### src/rtl/srcid_mon_pkg.sv
// Package: shared widths for the source-tagged capture monitor.
// Assumes: the tag's all-ones value is the reserved idle code.
package srcid_mon_pkg;
    parameter int ID_W = 5;
    parameter int LO_W = 16;
    parameter int HI_W = 10;
    localparam int ADDR_W = LO_W + HI_W;
endpackage

### src/rtl/srcid_qualify.sv
// Module: srcid_qualify
// Turns raw strobes into capture enables. A strobe counts only when the
// tag is not the reserved all-ones idle code.
// Assumes: strobes are synchronous levels sampled by the consumer's clock.
module srcid_qualify #(
    parameter int ID_W = srcid_mon_pkg::ID_W
) (
    input  logic [ID_W-1:0] src_id,
    input  logic            ale_i,
    input  logic            dval_i,
    output logic            take_addr,
    output logic            take_data
);
    localparam logic [ID_W-1:0] IDLE_ID = {ID_W{1'b1}};

    logic tag_live;

    // Qualify both strobes with a live tag.
    always_comb begin
        tag_live  = (src_id != IDLE_ID);
        take_addr = tag_live && ale_i;
        take_data = tag_live && dval_i;
    end
endmodule

### src/rtl/srcid_addr_store.sv
// Module: srcid_addr_store
// Holds the last qualified address and the tag that owned it, and
// remembers whether any address has been stored since reset.
// Assumes: take_addr is already qualified; reset is synchronous, active low.
module srcid_addr_store #(
    parameter int ID_W = srcid_mon_pkg::ID_W,
    parameter int LO_W = srcid_mon_pkg::LO_W,
    parameter int HI_W = srcid_mon_pkg::HI_W,
    localparam int ADDR_W = LO_W + HI_W
) (
    input  logic              clk,
    input  logic              rst_n,
    input  logic              take_addr,
    input  logic [ID_W-1:0]   src_id,
    input  logic [LO_W-1:0]   bus_ad,
    input  logic [HI_W-1:0]   bus_ahi,
    output logic [ADDR_W-1:0] held_addr,
    output logic [ID_W-1:0]   held_id,
    output logic              held_vld
);
    // Store address and owner tag on a qualified address phase.
    always_ff @(posedge clk) begin
        if (!rst_n) begin
            held_addr <= '0;
            held_id   <= '0;
            held_vld  <= 1'b0;
        end else if (take_addr) begin
            held_addr <= {bus_ad, bus_ahi};
            held_id   <= src_id;
            held_vld  <= 1'b1;
        end
    end

    AST_ADDR_LOAD: assert property (@(posedge clk) disable iff (!rst_n)
        take_addr |=> (held_addr == $past({bus_ad, bus_ahi})) && held_vld);
    AST_ADDR_HOLD: assert property (@(posedge clk) disable iff (!rst_n)
        !take_addr |=> $stable(held_addr) && $stable(held_id));
endmodule

### src/rtl/srcid_record.sv
// Module: srcid_record
// Builds the output record on a qualified data phase: tag, stored
// address, data word and the two consistency flags.
// Assumes: held_* reflect state before the current edge.
module srcid_record #(
    parameter int ID_W = srcid_mon_pkg::ID_W,
    parameter int LO_W = srcid_mon_pkg::LO_W,
    parameter int HI_W = srcid_mon_pkg::HI_W,
    localparam int ADDR_W = LO_W + HI_W
) (
    input  logic              clk,
    input  logic              rst_n,
    input  logic              take_data,
    input  logic [ID_W-1:0]   src_id,
    input  logic [LO_W-1:0]   bus_ad,
    input  logic [ADDR_W-1:0] held_addr,
    input  logic [ID_W-1:0]   held_id,
    input  logic              held_vld,
    output logic              rec_valid,
    output logic [ID_W-1:0]   rec_id,
    output logic [ADDR_W-1:0] rec_addr,
    output logic [LO_W-1:0]   rec_data,
    output logic              rec_no_addr,
    output logic              rec_id_mismatch
);
    // Emit a one-cycle record; payload holds until the next one.
    always_ff @(posedge clk) begin
        if (!rst_n) begin
            rec_valid       <= 1'b0;
            rec_id          <= '0;
            rec_addr        <= '0;
            rec_data        <= '0;
            rec_no_addr     <= 1'b0;
            rec_id_mismatch <= 1'b0;
        end else begin
            rec_valid <= take_data;
            if (take_data) begin
                rec_id          <= src_id;
                rec_addr        <= held_addr;
                rec_data        <= bus_ad;
                rec_no_addr     <= !held_vld;
                rec_id_mismatch <= held_vld && (held_id != src_id);
            end
        end
    end

    AST_REC_DATA: assert property (@(posedge clk) disable iff (!rst_n)
        take_data |=> rec_valid && (rec_data == $past(bus_ad)) && (rec_id == $past(src_id)));
    AST_REC_HOLD: assert property (@(posedge clk) disable iff (!rst_n)
        !take_data |=> !rec_valid && $stable(rec_addr) && $stable(rec_data));
    AST_FLAG_EXCL: assert property (@(posedge clk) disable iff (!rst_n)
        rec_no_addr |-> !rec_id_mismatch && (rec_addr == '0));
endmodule

### src/rtl/srcid_capture_mon.sv
// Module: srcid_capture_mon (top)
// Passive monitor of a multiplexed local bus. It stores tagged addresses
// and emits address/data records with consistency flags.
// Assumes: synchronous active-low reset; never drives any bus signal.
module srcid_capture_mon (
    input  logic        clk,
    input  logic        rst_n,
    input  logic [4:0]  src_id,
    input  logic        ale_i,
    input  logic        dval_i,
    input  logic [15:0] bus_ad,
    input  logic [9:0]  bus_ahi,
    output logic        rec_valid,
    output logic [4:0]  rec_id,
    output logic [25:0] rec_addr,
    output logic [15:0] rec_data,
    output logic        rec_no_addr,
    output logic        rec_id_mismatch
);
    import srcid_mon_pkg::*;

    logic              take_addr;
    logic              take_data;
    logic [ADDR_W-1:0] held_addr;
    logic [ID_W-1:0]   held_id;
    logic              held_vld;

    srcid_qualify #(.ID_W(ID_W)) u_qual (
        .src_id   (src_id),
        .ale_i    (ale_i),
        .dval_i   (dval_i),
        .take_addr(take_addr),
        .take_data(take_data)
    );

    srcid_addr_store #(.ID_W(ID_W), .LO_W(LO_W), .HI_W(HI_W)) u_store (
        .clk      (clk),
        .rst_n    (rst_n),
        .take_addr(take_addr),
        .src_id   (src_id),
        .bus_ad   (bus_ad),
        .bus_ahi  (bus_ahi),
        .held_addr(held_addr),
        .held_id  (held_id),
        .held_vld (held_vld)
    );

    srcid_record #(.ID_W(ID_W), .LO_W(LO_W), .HI_W(HI_W)) u_rec (
        .clk            (clk),
        .rst_n          (rst_n),
        .take_data      (take_data),
        .src_id         (src_id),
        .bus_ad         (bus_ad),
        .held_addr      (held_addr),
        .held_id        (held_id),
        .held_vld       (held_vld),
        .rec_valid      (rec_valid),
        .rec_id         (rec_id),
        .rec_addr       (rec_addr),
        .rec_data       (rec_data),
        .rec_no_addr    (rec_no_addr),
        .rec_id_mismatch(rec_id_mismatch)
    );

    AST_IDLE_NO_REC: assert property (@(posedge clk) disable iff (!rst_n)
        (src_id == 5'h1F) |=> !rec_valid);
    AST_MISMATCH_NEEDS_ADDR: assert property (@(posedge clk) disable iff (!rst_n)
        rec_id_mismatch |-> !rec_no_addr && (rec_id != 5'h1F));
endmodule

### config.mk
export PLATFORM = sky130hd
export DESIGN_NAME = srcid_capture_mon
export DESIGN_NICKNAME = d
export VERILOG_FILES = /design/src/rtl/srcid_mon_pkg.sv /design/src/rtl/srcid_qualify.sv /design/src/rtl/srcid_addr_store.sv /design/src/rtl/srcid_record.sv /design/src/rtl/srcid_capture_mon.sv
export SDC_FILE = /design/constraint.sdc
export NUM_CORES = 1
export LEC_CHECK = 0
export ABC_AREA = 0
export BUFFER_PORTS_ARGS = -buffer_cell sky130_fd_sc_hd__buf_2
export CAP_MARGIN = 20
export CORE_MARGIN = 8
export CORE_UTILIZATION = 46
export DETAILED_ROUTE_END_ITERATION = 7
export PLACE_DENSITY = 0.78
export SLEW_MARGIN = 20
export SYNTH_ARGS = -nofsm -noshare
export SYNTH_HDL_FRONTEND = slang
export SYNTH_SLANG_ARGS = --single-unit
### constraint.sdc
create_clock -name clk -period 0.95 [get_ports clk]
set_input_delay 0.0475 -clock clk [delete_from_list [all_inputs] [get_ports clk]]
set_output_delay 0.0475 -clock clk [all_outputs]
set_load 0.1 [all_outputs]
* Yosys cells after proc, flatten, opt, wreduce, memory -nomap -nowiden *
Index checks and enable logic that the tools add are counted.

storage, ports and cells
  output and inout port bits = 50
  flip-flop bits (word level) = 82
  input port bits = 35
  ROM bits = 0
  memories = 0
  latch bits = 0
  bits in writable memories = 0

cells by class
  shift operators = 0
  multiplexer cells = 0
  add/sub/neg operators = 0
  $lt $le $gt $ge = 0
  equal/unequal tests = 2
  div/mod/pow operators = 0
  bitwise logic cells = 0
  reduce and logical (&&, ||, !) cells = 4
  $mul = 0

operator list
  cell                count
  $ne 5x5->1          1
  $ne 5x5->1 const B  1
  $logic_and 1x1->1   3
  $logic_not 1->1     1

* Longest topological paths before layout *
Gate-level depths: netlist of the first run.

  word-level depth = 2
  gate-level depth with buffers = 6
  depth with buffers taken out = 4

* By module *
Synthesis of the first run repeated with hierarchy kept, for this count alone.

second synthesis, totals
  cell total of the unflattened synthesis = 273
  area total of the unflattened synthesis = 3,208.1 µm²

modules (own cells, without submodules)
  module            cells each  instances  area an instance (µm²)
  srcid_record      168         1          1,949.4
  srcid_addr_store  102         1          1,234.9
  srcid_qualify     3           1          23.8

* Worst setup path before layout of the first run *
No wires, ideal clock.

  path type = register to register
  from = reg, netlist name u_rec.rec_id[0]
  to = reg u_rec.rec_id[0]
  arrival = 1,245 ps
  path buffers = 0
  period minus slack after synthesis = 1,306 ps
  cell stages (with the launch flop) = 2
  setup slack = -356 ps
  path through = dfxtp_1 -> o221a_2

RTL lines
  element               RTL line            RTL
  end signal, assigned  srcid_record.sv:38  rec_id <= src_id;
  end, declared         srcid_record.sv:20  output logic [ID_W-1:0] rec_id,

* Worst setup path after layout of the first run *
  from = reg u_rec.rec_data[3]
  to = out rec_data[3]

RTL lines
  element                 RTL line                 RTL
  start, declared         srcid_record.sv:22       output logic [LO_W-1:0] rec_data,
  start signal, assigned  srcid_record.sv:40       rec_data <= bus_ad;
  end, declared           srcid_capture_mon.sv:16  output logic [15:0] rec_data,

No word-level cell between the ends.

==> impl_summary.md, run 1 <==
Critical path
Along the worst path, the maximum fanout reaches 2. The number of cell instances on the worst register-to-register path is 4. The worst path required time is 0.90 ns. The data arrival time of the critical path is 0.90 ns. The gate family responsible for the most delay along the worst path is flip-flops. The startpoint of the worst register-to-register path is u_store.held_id[0]. Counting both buffers and inverters, the worst setup path holds a total of 1. The signal on the critical path passes through buf_12. For this run, the slowest stage of the critical path takes 0.37 ns. The critical path start-end classification is reg -> out. In this run the number of cells on the critical path is 1. The largest individual stage delay along the critical path comes from the cell sky130_fd_sc_hd__dfxtp_2.

The worst setup path is launched from a flop. The most critical setup path has its startpoint at u_rec.rec_data[3]. The sort of element at the end of the critical path is an output pin.

STA
The slew at the pin closest to its max-slew limit is 0.345 ns. The final number of hold-violating endpoints is 0. Static timing analysis puts the maximum clock frequency at 1060 MHz.

The smallest clock period supported by the final layout is computed as 0.943 ns. Setup repair after global routing could not meet its margin everywhere. In this run the tightest slew margin relative to its limit is 0.770. The share of the cycle needed by the critical path after routing is 0.992. Setup violations remaining at the end of the flow were counted as 0.

Clock skew on the completed layout was measured at 0.0105 ns. The number of max-slew violations in the final report is 0.

Synthesis
The share of flip-flops with an asynchronous set or reset is 0. The distinct cell type count of the synthesized netlist is 21. The share of synthesized area in the top cell type comes to 0.526.

Averaged over all synthesized cells, the footprint is 9.02 µm². The number of warning messages in the yosys log is 0. The number of nets handed over by synthesis was 381. The cell area after technology mapping is 3120 µm². Of the total synthesized cell area, the portion taken by XOR and XNOR cells is 0.0140. The compound-gate portion of the synthesized area was 0.220. Ranked by instance count, the synthesized netlist is headed by sky130_fd_sc_hd__nand2_1 (141), sky130_fd_sc_hd__dfxtp_1 (82), sky130_fd_sc_hd__a21boi_0 (59). The dominant cell type by area after synthesis is sky130_fd_sc_hd__dfxtp_1. After synthesis the netlist holds a flip-flop and latch count of 82. The gate count after technology mapping is 346. The top flip-flop cell by instance count after synthesis is sky130_fd_sc_hd__dfxtp_1.

The combinational family with the most area after synthesis is compound AO/OA/AOI/OAI gates. By area the synthesized netlist is led by sky130_fd_sc_hd__dfxtp_1 (53%), sky130_fd_sc_hd__nand2_1 (17%), sky130_fd_sc_hd__a21boi_0 (14%). The simple-gate share of the synthesized area is 0.185.

Of the total synthesized cell area, the portion taken by full adders, half adders and majority gates is 0. In this run, synthesis inferred 0 flip-flops with an integrated enable. The part of the Yosys area used for sequential elements is 0.526. The portion of synthesized area spent on multiplexers is 0. Yosys instantiated no cell more often than sky130_fd_sc_hd__nand2_1.

Drt
The first detailed-routing pass took 4 iterations. The detailed router finished its first iteration with 118 violations. The final routed wire length divided by cell count is 15.0 µm. The total vias in the final route is 2,789. After detailed routing, the total wire length is 8430 µm. For this run, design rule violations remaining after detail routing come to 0. The via density per instance is 4.96. In the detailed route, the total length drawn on met2 is 4540 µm. The count of nets left with antenna violations once routing finished came out at 0.

For this block, wires on met1 add up to 3290 µm. In the detailed route, the total length drawn on met3 is 424 µm. The top metal layer carrying routed signals is met4.

Die
The placement row count is 30. The initial cell density of the core is 0.467. The floorplan step defined a die boundary enclosing 9670 µm². 85 I/O pins were placed. The vertical die dimension is 98.3 µm. The core footprint is 6680 µm². The die width is 98.3 µm.

Placement
The count of buffers added on input and output ports is 84. The detailed-placement wirelength estimate is 5730 µm. The congestion estimate from routability-driven global placement came to 0.726.

Pwr
The share of power burned in combinational logic is 0.231. The switching power is 0.00247 W. IR analysis of the VDD net gives a maximum drop of 1220 µV. Of the total power, registers draw 0.457.

The cell leakage power is 2.11 nW. The power after layout is 0.00825 W. The share of total power dissipated in the clock network is 0.312. Power spread over the standard cell area amounts to 1600 nW/µm².

Of the total power, the share spent switching nets is 0.299. The internal portion of the total power is 0.00578 W.

Final layout
After the last flow step, the layout net total stands at 512. The fraction of final layout cells sized beyond drive strength 1 is 0.413. The repair_antennas step left the layout with diodes totalling 0. At the end of the flow the core is filled with cells to 0.773. The layout has 415 filler cells.

Compared with the post-synthesis result, the final layout area differs by 65.6%.

Global route
The first global-routing pass estimated 13,800 µm of wire. After global routing the overflow that remains totals 0. The maximum number of pins on one net before global-route repair is 43. The number of global-route vias before repair was 2,820. The all-layer global routing usage is 0.178. The initial antenna violation count was 0.

Min path
The hold path startpoint is rst_n. The path class of the lowest-slack min-delay path is in -> reg. Along the worst hold path, the cell count comes to 2.

Outcome
The run finished with clean final reports.

CTS
The H-tree level count is 3. No sink is reached through more buffers than the 2 on the longest clock path. The sink count of the clock tree is 82. The clock root buffer is sky130_fd_sc_hd__clkbuf_8. The post-CTS clock slew at the launch and capture registers of the worst setup and hold paths is 0.08 ns. Buffers inserted during clock tree synthesis total 9. The insertion delay of the later-clocked pin in the worst-skew pair is 0.35 ns. The clock tree from TritonCTS is done.

Flow run
The number of max-capacitance violations reported is 0.
[metal layers]
layer / GRT usage / up-vias
li1: - / 1398
met1: 0.188 / 1310
met2: 0.321 / 65
met3: 0.0491 / 16
met4: 0.0803 / 0
met5: 0 / -
[power by group through the flow]
stage               logic (W)  clock network (W)  registers [W]
floorplan            0.000414                  0        0.00449
global placement      0.00175                  0        0.00385
detailed placement    0.00178                  0        0.00386
CTS                   0.00189            0.00261        0.00378
global route          0.00200            0.00276        0.00379
finish                0.00190            0.00257        0.00377
[registers in the layout (all words and copies together), names as in the netlist]
register / cells
u_store.held_vld: 1
u_store.held_id: 5
u_rec.rec_id: 5
u_rec.rec_data: 16
u_rec.rec_addr: 26
u_store.held_addr: 26
u_rec.rec_no_addr: 1
u_rec.rec_id_mismatch: 1
u_rec.rec_valid: 1
[stage by stage]
step	TNS (ns)	hold slack (ns)	cells	setup WS [ns]	area (µm²)
3_3_place_gp	-8.17	0.298	509	-0.141	4590
6_report	0	0.0346	562	0.00732	5170
4_1_cts	-0.0174	0.0234	555	-0.00548	5100
3_5_place_dp	-12.20	0.303	509	-0.267	4590
5_1_grt	-0.518	0.0373	562	-0.0339	5170
2_1_floorplan	-0.0958	0.182	346	-0.0376	3210
[repair_timing]
action / in CTS / in global routing
setup buffers: 4 / 7
endpoints found under the setup margin: 12 / 46
endpoints found under the hold margin: 42 / 0
gates resized for setup: 5 / 4
hold buffers: 26 / 0
pin swaps: 3 / 0
[logic make-up (layout without fill, tap and decap cells)]
kind of cell	after synthesis	count (layout)
compound gates	85	85
xor+xnor	5	5
buf+inv	27	163
flops	82	82
simple gates	147	147
[worst paths after layout]
| path | slack (ns) | end |
|---|---|---|
| max | 0.007 | rec_data[3] |
| max reg2reg | 0.05 | u_rec.rec_id_mismatch |
| min reg2reg | 0.46 | u_store.held_addr[17] |
| min | 0.03 | u_store.held_vld |
[layout make-up]
class | instances | area [µm²] | share of cell area
sequential | 82 | 1720 | 0.333
clock inverter | 4 | 48.8 | 0.00945
inverter | 3 | 11.3 | 0.00218
timing repair buffer | 144 | 1770 | 0.343
tap | 80 | 100 | 0.0194
multi-input combinational | 237 | 1350 | 0.262
clock buffer | 12 | 156 | 0.0303
[placed cells by master (no fill, tap or decap)]
master	netlist	final
sky130_fd_sc_hd__a21boi_0	59	59
sky130_fd_sc_hd__a21boi_1	11	11
sky130_fd_sc_hd__and2_1	1	1
sky130_fd_sc_hd__buf_12	0	57
sky130_fd_sc_hd__buf_2	5	34
sky130_fd_sc_hd__buf_4	1	27
sky130_fd_sc_hd__bufinv_16	0	1
sky130_fd_sc_hd__clkbuf_1	9	2
sky130_fd_sc_hd__clkbuf_16	0	1
sky130_fd_sc_hd__clkbuf_8	0	9
sky130_fd_sc_hd__clkinv_2	0	2
sky130_fd_sc_hd__clkinv_4	0	1
sky130_fd_sc_hd__dfxtp_1	82	30
sky130_fd_sc_hd__dfxtp_2	0	46
sky130_fd_sc_hd__dfxtp_4	0	6
sky130_fd_sc_hd__dlygate4sd3_1	0	26
sky130_fd_sc_hd__inv_1	3	3
sky130_fd_sc_hd__nand2_1	141	141
sky130_fd_sc_hd__nand3_1	3	3
sky130_fd_sc_hd__nand4_4	1	1
sky130_fd_sc_hd__nor3_2	0	1
sky130_fd_sc_hd__o211a_1	1	1
sky130_fd_sc_hd__o21a_1	3	2
sky130_fd_sc_hd__o21a_2	0	1
sky130_fd_sc_hd__o21ai_0	1	1
sky130_fd_sc_hd__o21ai_4	2	2
sky130_fd_sc_hd__o221a_2	8	5
sky130_fd_sc_hd__o221a_4	0	3
sky130_fd_sc_hd__xnor2_1	3	1
sky130_fd_sc_hd__xnor2_2	0	2
sky130_fd_sc_hd__xor2_1	2	2
Power figures use the tool's default switching activity.
==> inputs of run 2 (changes only) <==
- CELL_PAD_IN_SITES_DETAIL_PLACEMENT: not set -> 0
- CELL_PAD_IN_SITES_GLOBAL_PLACEMENT: not set -> 1
- CORE_UTILIZATION: 46 -> 34
==> run 2 against run 1 <==
Global-route usage shrank 4.8 points; design area grew 0.51%; non-clock buffer count shrank 8; core utilization shrank 20 points; critical endpoint is now rec_addr[1]; largest cell class is now sequential cells; largest power group unchanged.
==> impl_summary.md, run 2 (same netlist as run 1, synthesis figures left out) <==
CTS
The maximum buffer depth of the clock tree is 2 (unchanged). The insertion delay of the later-clocked pin in the worst-skew pair is 0.34 ns (was 0.35 ns). The clock root buffer is sky130_fd_sc_hd__clkbuf_8 (unchanged). The sink count of the clock tree is 82 (unchanged). The clock tree from TritonCTS is done (unchanged). The post-CTS clock slew at the launch and capture registers of the worst setup and hold paths is 0.09 ns (was 0.08 ns). The CTS buffer count was 9 (unchanged).

The H-tree level count was 3 (unchanged).

Global route
The maximum number of pins on one net before global-route repair is 52 (was 43). The all-layer global routing usage is 0.130 (was 0.178). The initial antenna violation count is 0 (unchanged). The total congestion overflow after global routing is 0 (unchanged). The first-pass GRT wire length is 13,300 µm (was 13,800 µm). The number of global-route vias before repair was 2,804 (was 2,820).

Die
The core footprint is 9060 µm² (was 6680 µm²). The die width came to 112 µm (was 98.3 µm). The placement row count is 35 (was 30).

The full die area is 12,500 µm² (was 9670 µm²). The initial cell density of the core is 0.344 (was 0.467). The number of top-level pins is 85 (unchanged). The vertical die dimension is 112 µm (was 98.3 µm).

Pwr
The part of the total power dissipated in the clock network is 0.348 (was 0.312). The power after layout is 0.00864 W (was 0.00825 W). The power per standard cell area was 1660 nW/µm² (was 1600 nW/µm²). The cell internal power dissipation came to 0.00613 W (was 0.00578 W).

The highest ir drop seen on vdd is 858 µV (was 1220 µV). The share of power burned in registers was 0.436 (was 0.457). The switching power came to 0.00251 W (was 0.00247 W). The switching share of power is 0.291 (was 0.299). The cell leakage power is 2.09 nW (was 2.11 nW). The share of power burned in combinational logic was 0.216 (was 0.231).

STA
The worst hold margin is 0.112 ns (was 0.0346 ns). The sum of negative setup slack is 0 ns (unchanged). The clock skew is 0.00737 ns (was 0.0105 ns). The final number of hold-violating endpoints is 0 (unchanged).

The slew at the pin closest to its max-slew limit is 0.231 ns (was 0.345 ns). Unrepaired setup endpoints after global routing: true (unchanged). The post-layout worst setup margin is 0.00579 ns (was 0.00732 ns). The worst max-slew margin expressed relative to the limit is 0.846 (was 0.770).

The number of max-slew violations in the final report is 0 (unchanged). The share of the cycle needed by the critical path after routing is 0.994 (was 0.992). The final number of setup-violating endpoints is 0 (unchanged).

The maximum clock frequency came to 1060 MHz (about the same). The final period demand of the worst path is 0.944 ns (was 0.943 ns).

Drt
The total detailed-routing wirelength came to 7930 µm (was 8430 µm). The DRC marker count from the first detailed-route iteration is 102 (was 118). The final routed wire length divided by cell count came to 13.6 µm (was 15.0 µm). The via density per instance is 4.60 (was 4.96). The number of routed nets with antenna violations is 0 (unchanged). The total vias in the final route is 2,690 (was 2,789). The remaining routing DRC violations is 0 (unchanged). The detailed-router iteration count before antenna repair is 4 (unchanged).

Outcome
Outcome: completed (unchanged).

Final layout
The utilization after layout is 0.573 (was 0.773). Highest-count cells in the layout ignoring fill and taps: sky130_fd_sc_hd__nand2_1 (141), sky130_fd_sc_hd__a21boi_0 (59), sky130_fd_sc_hd__buf_12 (57) (unchanged). The growth of design area from synthesis to finish was 66.5% (was 65.6%).

The most frequent standard cell in the layout excluding fill and tap cells is sky130_fd_sc_hd__nand2_1 (unchanged). The fraction of final layout cells sized beyond drive strength 1 came to 0.407 (was 0.413). The number of fill cells in the layout is 765 (was 415). The final antenna diode count came to 0 (unchanged). The final layout net count came to 504 (was 512). Regs by FF count: u_rec.rec_addr x26, u_store.held_addr x26, u_rec.rec_data x16 (unchanged).

Critical path
The cell with the biggest individual delay on the critical path was sky130_fd_sc_hd__dfxtp_2 (unchanged). The maximum fanout count along the critical path was 2 (unchanged). The data arrival time of the critical path is 0.90 ns (about the same). The sort of element at the end of the critical path is an output pin (unchanged).

The critical path start-end classification was reg -> out (unchanged). The maximum single-stage delay on the critical path is 0.37 ns (about the same). The gate family responsible for the most delay along the worst path is flip-flops (unchanged).

The worst path required time is 0.90 ns (about the same). The sort of element at the start of the critical path is a flop (unchanged). The combined buffer and inverter count along the critical path is 1 (unchanged).

Cell chain of the critical path: buf_12 (unchanged).

Min path
The path class of the lowest-slack min-delay path is in -> reg (unchanged).

Placement
The detailed-placement wirelength estimate is 5530 µm (was 5730 µm). The routability-driven placement congestion ratio came to 0.775 (was 0.726). The number of port buffers is 84 (unchanged). The worst-case setup slack after placement is -0.202 ns (was -0.267 ns).

Flow run
The number of max-capacitance violations reported is 0 (unchanged).
==> run 2: changes by cell type in the layout (fill, tap and decap cells not counted), moves of 2 or more <==
cell / previous run / this run
sky130_fd_sc_hd__bufinv_16: 1 / 3
sky130_fd_sc_hd__buf_4: 27 / 19
sky130_fd_sc_hd__clkbuf_1: 2 / 0
sky130_fd_sc_hd__dfxtp_2: 46 / 41
sky130_fd_sc_hd__dfxtp_4: 6 / 11
==> run 2: what timing repair did <==
action	4_1_cts	5_1_grt
buffers inserted	4	2
hold buffers	26	0
pin swaps	2	2
setup endpoints to repair	42	51
endpoints found under the hold margin	42	0
resized for setup	5	10
==> run 2: worst paths after layout <==
| kind | from | endpoint | slack, ns | cells after the start |
|---|---|---|---|---|
| max reg2reg | u_store.held_id[3] | u_rec.rec_id_mismatch | 0.08 | 4 |
| min reg2reg | u_store.held_addr[13] | u_rec.rec_addr[13] | 0.46 | 2 |
| max | u_rec.rec_addr[1] | rec_addr[1] | 0.006 | 1 |
| min | src_id[0] | u_store.held_id[0] | 0.11 | 4 |
==> run 2: power groups by stage <==
stage | logic [W] | clock network (W) | registers [W]
finish | 0.00186 | 0.00301 | 0.00376
global route | 0.00197 | 0.00325 | 0.00379
CTS | 0.00186 | 0.00309 | 0.00377
detailed placement | 0.00177 | 0 | 0.00386
global placement | 0.00175 | 0 | 0.00385
floorplan | 0.000414 | 0 | 0.00449
==> run 2: area by class of cell <==
| type | instances | area [µm²] | share of cell area |
|---|---|---|---|
| sequential | 82 | 1730 | 0.334 |
| tap | 111 | 139 | 0.0267 |
| multi-input combinational | 237 | 1350 | 0.261 |
| clock buffer | 9 | 124 | 0.0239 |
| inverter | 3 | 11.3 | 0.00217 |
| timing repair buffer | 136 | 1710 | 0.330 |
| clock inverter | 7 | 116 | 0.0224 |
==> run 2: through the flow <==
step                      area [µm²]  instances
after floorplan                 3210        346
after global placement          4600        537
after detailed placement        4600        537
after CTS                       5140        583
after global routing            5190        585
final                           5190        585
==> run 2: metal layers <==
metal / vias to the layer above / part of all wire / global-route usage
met5: - / 0 / 0
met4: 0 / 0.019 / 0.0593
met3: 12 / 0.063 / 0.0487
met2: 59 / 0.47 / 0.216
met1: 1241 / 0.44 / 0.146
li1: 1378 / - / -
==> inputs of run 3 (changes only) <==
- CORE_UTILIZATION: 34 -> 36
- SYNTH_HIERARCHICAL: not set -> 1
==> run 3 against run 2 <==
The flow now finishes with violations (negative setup slack); first-iteration DRC count down 34%; combinational power up 8%; via count down 16%; global-route usage down 1.5 points; clock skew down 0.0027 ns; clock-buffer cell count up 4; fmax down 1.6%.
==> impl_summary.md, run 3 <==
Synthesis
The top flip-flop cell by instance count after synthesis was sky130_fd_sc_hd__dfxtp_1 (unchanged). The post-synthesis area per instance is 11.8 µm² (was 9.02 µm²). The number of nets produced by synthesis is 308 (was 381). The count of flip-flops with a built-in enable after synthesis is 0 (unchanged). The most frequently used cell type in the post-synthesis netlist is sky130_fd_sc_hd__dfxtp_1 (was sky130_fd_sc_hd__nand2_1). The cell area after technology mapping was 3210 µm² (was 3120 µm²). Top cells by area, synth: sky130_fd_sc_hd__dfxtp_1 (51%), sky130_fd_sc_hd__mux2i_1 (24%), sky130_fd_sc_hd__nor2b_1 (15%) (was sky130_fd_sc_hd__dfxtp_1 (53%), sky130_fd_sc_hd__nand2_1 (17%), sky130_fd_sc_hd__a21boi_0 (14%)). The share of flip-flops with an asynchronous set or reset is 0 (unchanged). The dominant cell type by area after synthesis is sky130_fd_sc_hd__dfxtp_1 (unchanged). The gate count after technology mapping is 273 (was 346). Synth cell count leaders: sky130_fd_sc_hd__dfxtp_1 (82), sky130_fd_sc_hd__mux2i_1 (78), sky130_fd_sc_hd__nor2b_1 (78) (was sky130_fd_sc_hd__nand2_1 (141), sky130_fd_sc_hd__dfxtp_1 (82), sky130_fd_sc_hd__a21boi_0 (59)). The part of the Yosys area used for sequential elements was 0.512 (was 0.526).

The share of the synthesized area in the top cell type was 0.512 (was 0.526). The number of warning messages in the yosys log is 6 (was 0). The distinct cell type count of the synthesized netlist is 19 (was 21). The flip-flop and latch count after synthesis is 82 (unchanged).

STA
The clock skew came to 0.00471 ns (was 0.00737 ns). The slew at the pin closest to its max-slew limit is 0.325 ns (was 0.231 ns). The post-layout worst setup margin is -0.00980 ns (was 0.00579 ns). The final number of setup-violating endpoints is 1 (was 0). The worst hold margin was 0.0242 ns (was 0.112 ns).

The number of max-slew violations in the final report is 0 (unchanged). The worst max-slew margin expressed relative to the limit is 0.783 (was 0.846). The final number of hold-violating endpoints came to 0 (unchanged). The share of the cycle needed by the critical path after routing is 1.01 (was 0.994). Unrepaired setup endpoints after global routing: true (unchanged). The final period demand of the worst path is 0.960 ns (was 0.944 ns). The maximum clock frequency was 1040 MHz (was 1060 MHz).

Final layout
The final layout net count is 427 (was 504). The final antenna diode count is 0 (unchanged). The fraction of final layout cells sized beyond drive strength 1 came to 0.438 (was 0.407).

The most frequent standard cell in the layout excluding fill and tap cells is sky130_fd_sc_hd__nor2b_1 (was sky130_fd_sc_hd__nand2_1). Highest-count cells in the layout ignoring fill and taps: sky130_fd_sc_hd__nor2b_1 (78), sky130_fd_sc_hd__mux2i_1 (77), sky130_fd_sc_hd__buf_12 (54) (was sky130_fd_sc_hd__nand2_1 (141), sky130_fd_sc_hd__a21boi_0 (59), sky130_fd_sc_hd__buf_12 (57)). Regs by FF count: u_rec/rec_addr x26, u_store/held_addr x26, u_rec/rec_data x16 (was u_rec.rec_addr x26, u_store.held_addr x26, u_rec.rec_data x16). The growth of design area from synthesis to finish is 59.6% (was 66.5%).

The non-filler instance count after layout is 505 (was 585).

CTS
The clock tree from TritonCTS was done (unchanged). The H-tree level count is 3 (unchanged). The post-CTS clock slew at the launch and capture registers of the worst setup and hold paths is 0.07 ns (was 0.09 ns). The CTS buffer count is 9 (unchanged). The sink count of the clock tree came to 82 (unchanged). The insertion delay of the later-clocked pin in the worst-skew pair was 0.33 ns (was 0.34 ns). The maximum buffer depth of the clock tree came to 2 (unchanged).

The clock root buffer is sky130_fd_sc_hd__clkbuf_8 (unchanged).

Drt
The met3 wirelength from detailed routing is 350 µm (was 496 µm). The total vias in the final route came to 2,249 (was 2,690). The DRC marker count from the first detailed-route iteration is 67 (was 102). The met2 wire length is 3540 µm (was 3760 µm). The remaining routing DRC violations is 0 (unchanged). The wire length on met1 was 3160 µm (was 3520 µm). The final routed wire length divided by cell count is 14.3 µm (was 13.6 µm).

The total detailed-routing wirelength is 7200 µm (was 7930 µm). The top metal layer carrying routed signals is met4 (unchanged). The via density per instance is 4.45 (was 4.60). The number of routed nets with antenna violations is 0 (unchanged).

The detailed-router iteration count before antenna repair is 4 (unchanged).

Placement
The number of cells after detailed placement is 459 (was 537). The detailed-placement wirelength estimate is 4950 µm (was 5530 µm). The worst-case setup slack after placement is -0.398 ns (was -0.202 ns). The routability-driven placement congestion ratio is 0.745 (was 0.775). The number of port buffers was 84 (unchanged).

Global route
The initial antenna violation count was 0 (unchanged). The number of global-route vias before repair came to 2,362 (was 2,804). The total congestion overflow after global routing is 0 (unchanged). The maximum number of pins on one net before global-route repair came to 42 (was 52). The all-layer global routing usage is 0.115 (was 0.130). The first-pass GRT wire length is 11,600 µm (was 13,300 µm).

Flow run
The number of max-capacitance violations reported is 0 (unchanged).

Critical path
The sort of element at the end of the critical path is a flop (was output pin). The maximum fanout count along the critical path came to 2 (unchanged). The worst path required time is 1.17 ns (was 0.90 ns). The data arrival time of the critical path is 1.18 ns (was 0.90 ns). The sort of element at the start of the critical path is a flop (unchanged). The critical path start-end classification is reg -> reg (was reg -> out).

Die
The full die area is 12,200 µm² (was 12,500 µm²). The number of top-level pins is 85 (unchanged). The die width is 110 µm (was 112 µm).

The initial cell density of the core came to 0.370 (was 0.344). The vertical die dimension is 110 µm (was 112 µm). The core footprint was 8680 µm² (was 9060 µm²). The placement row count came to 34 (was 35).

Outcome
The final reports fail on negative setup slack. Outcome: finished with violations (was completed).

Pwr
The highest ir drop seen on vdd is 806 µV (was 858 µV). The cell leakage power is 2.20 nW (was 2.09 nW). The power per standard cell area came to 1590 nW/µm² (was 1660 nW/µm²). The power after layout is 0.00814 W (was 0.00864 W).

Min path
The path class of the lowest-slack min-delay path was in -> reg (unchanged).
-- run 3: changes by cell type after synthesis, sizes merged, moves of 3 or more --
cell,delta
mux2i,+78
buf,-5
nor2b,+78
o21ai,-3
o221a,-8
a21boi,-68
nand2,-140
-- run 3: final cells by class --
class | count | area [µm²]
clock buffers | 13 | 139
clock inverters | 3 | 40.0
fillers | 741 | 3560
inverters | 1 | 3.75
multi-input cells | 172 | 1430
flip-flops and latches | 82 | 1710
well taps | 108 | 135
repair buffers | 126 | 1650
-- run 3: per-stage QoR --
stage / util / setup TNS [ns] / area (µm²)
after floorplan: - / -6.62 / 3290
after global placement: 0.526 / -24.06 / 4570
after detailed placement: 0.526 / -26.18 / 4570
after CTS: 0.578 / -0.0500 / 5010
after global routing: 0.590 / -0.494 / 5120
final: 0.590 / -0.00980 / 5120
-- run 3: cells by family after synthesis --
group | synth area share
DFF | 0.512
xor gates and xnor gates | 0.0136
and+or+nand+nor | 0.160
buffers and inverters | 0.0550
muxes | 0.243
AOI/OAI and AO/OA | 0.0168
-- run 3: where the power goes --
part           total [W]  switching, W  internal (W)  leakage [nW]
registers        0.00380      0.000157       0.00365         0.696
clock network    0.00234       0.00112       0.00121        0.0914
logic            0.00200       0.00113      0.000873          1.41
total            0.00814       0.00241       0.00573          2.20
-- run 3: worst max-delay path, stage by stage (launching register included) --
cell                      delay, ns
sky130_fd_sc_hd__dfxtp_2       0.33
sky130_fd_sc_hd__xnor2_1       0.13
sky130_fd_sc_hd__a21oi_1       0.09
sky130_fd_sc_hd__a311o_1       0.31
-- run 3: timing repair --
action                                  in CTS  in global routing
pin swaps                                    3                  4
buffers inserted                             1                  2
endpoints found under the setup margin       6                 91
endpoints found under the hold margin       37                  0
gates resized for setup                      4                 11
cloned                                       0                  2
hold buffers                                25                  0
-- run 3: final timing paths --
kind | start | to | slack (ns) | depth (start not counted)
worst min register to register | u_store/held_vld | u_store/held_vld | 0.51 | 1
worst max-delay path | u_store/held_id[1] | u_rec/rec_id_mismatch | -0.01 | 3
worst max register to register | u_store/held_id[1] | u_rec/rec_id_mismatch | -0.01 | 3
worst min-delay path | rst_n | u_rec/rec_id[2] | 0.02 | 2
-- run 3: layer usage --
| layer | up-vias | GRT usage |
|---|---|---|
| met4 | 0 | 0.0622 |
| met1 | 1045 | 0.129 |
| met3 | 11 | 0.0335 |
| met2 | 52 | 0.192 |
| met5 | - | 0 |
| li1 | 1141 | - |
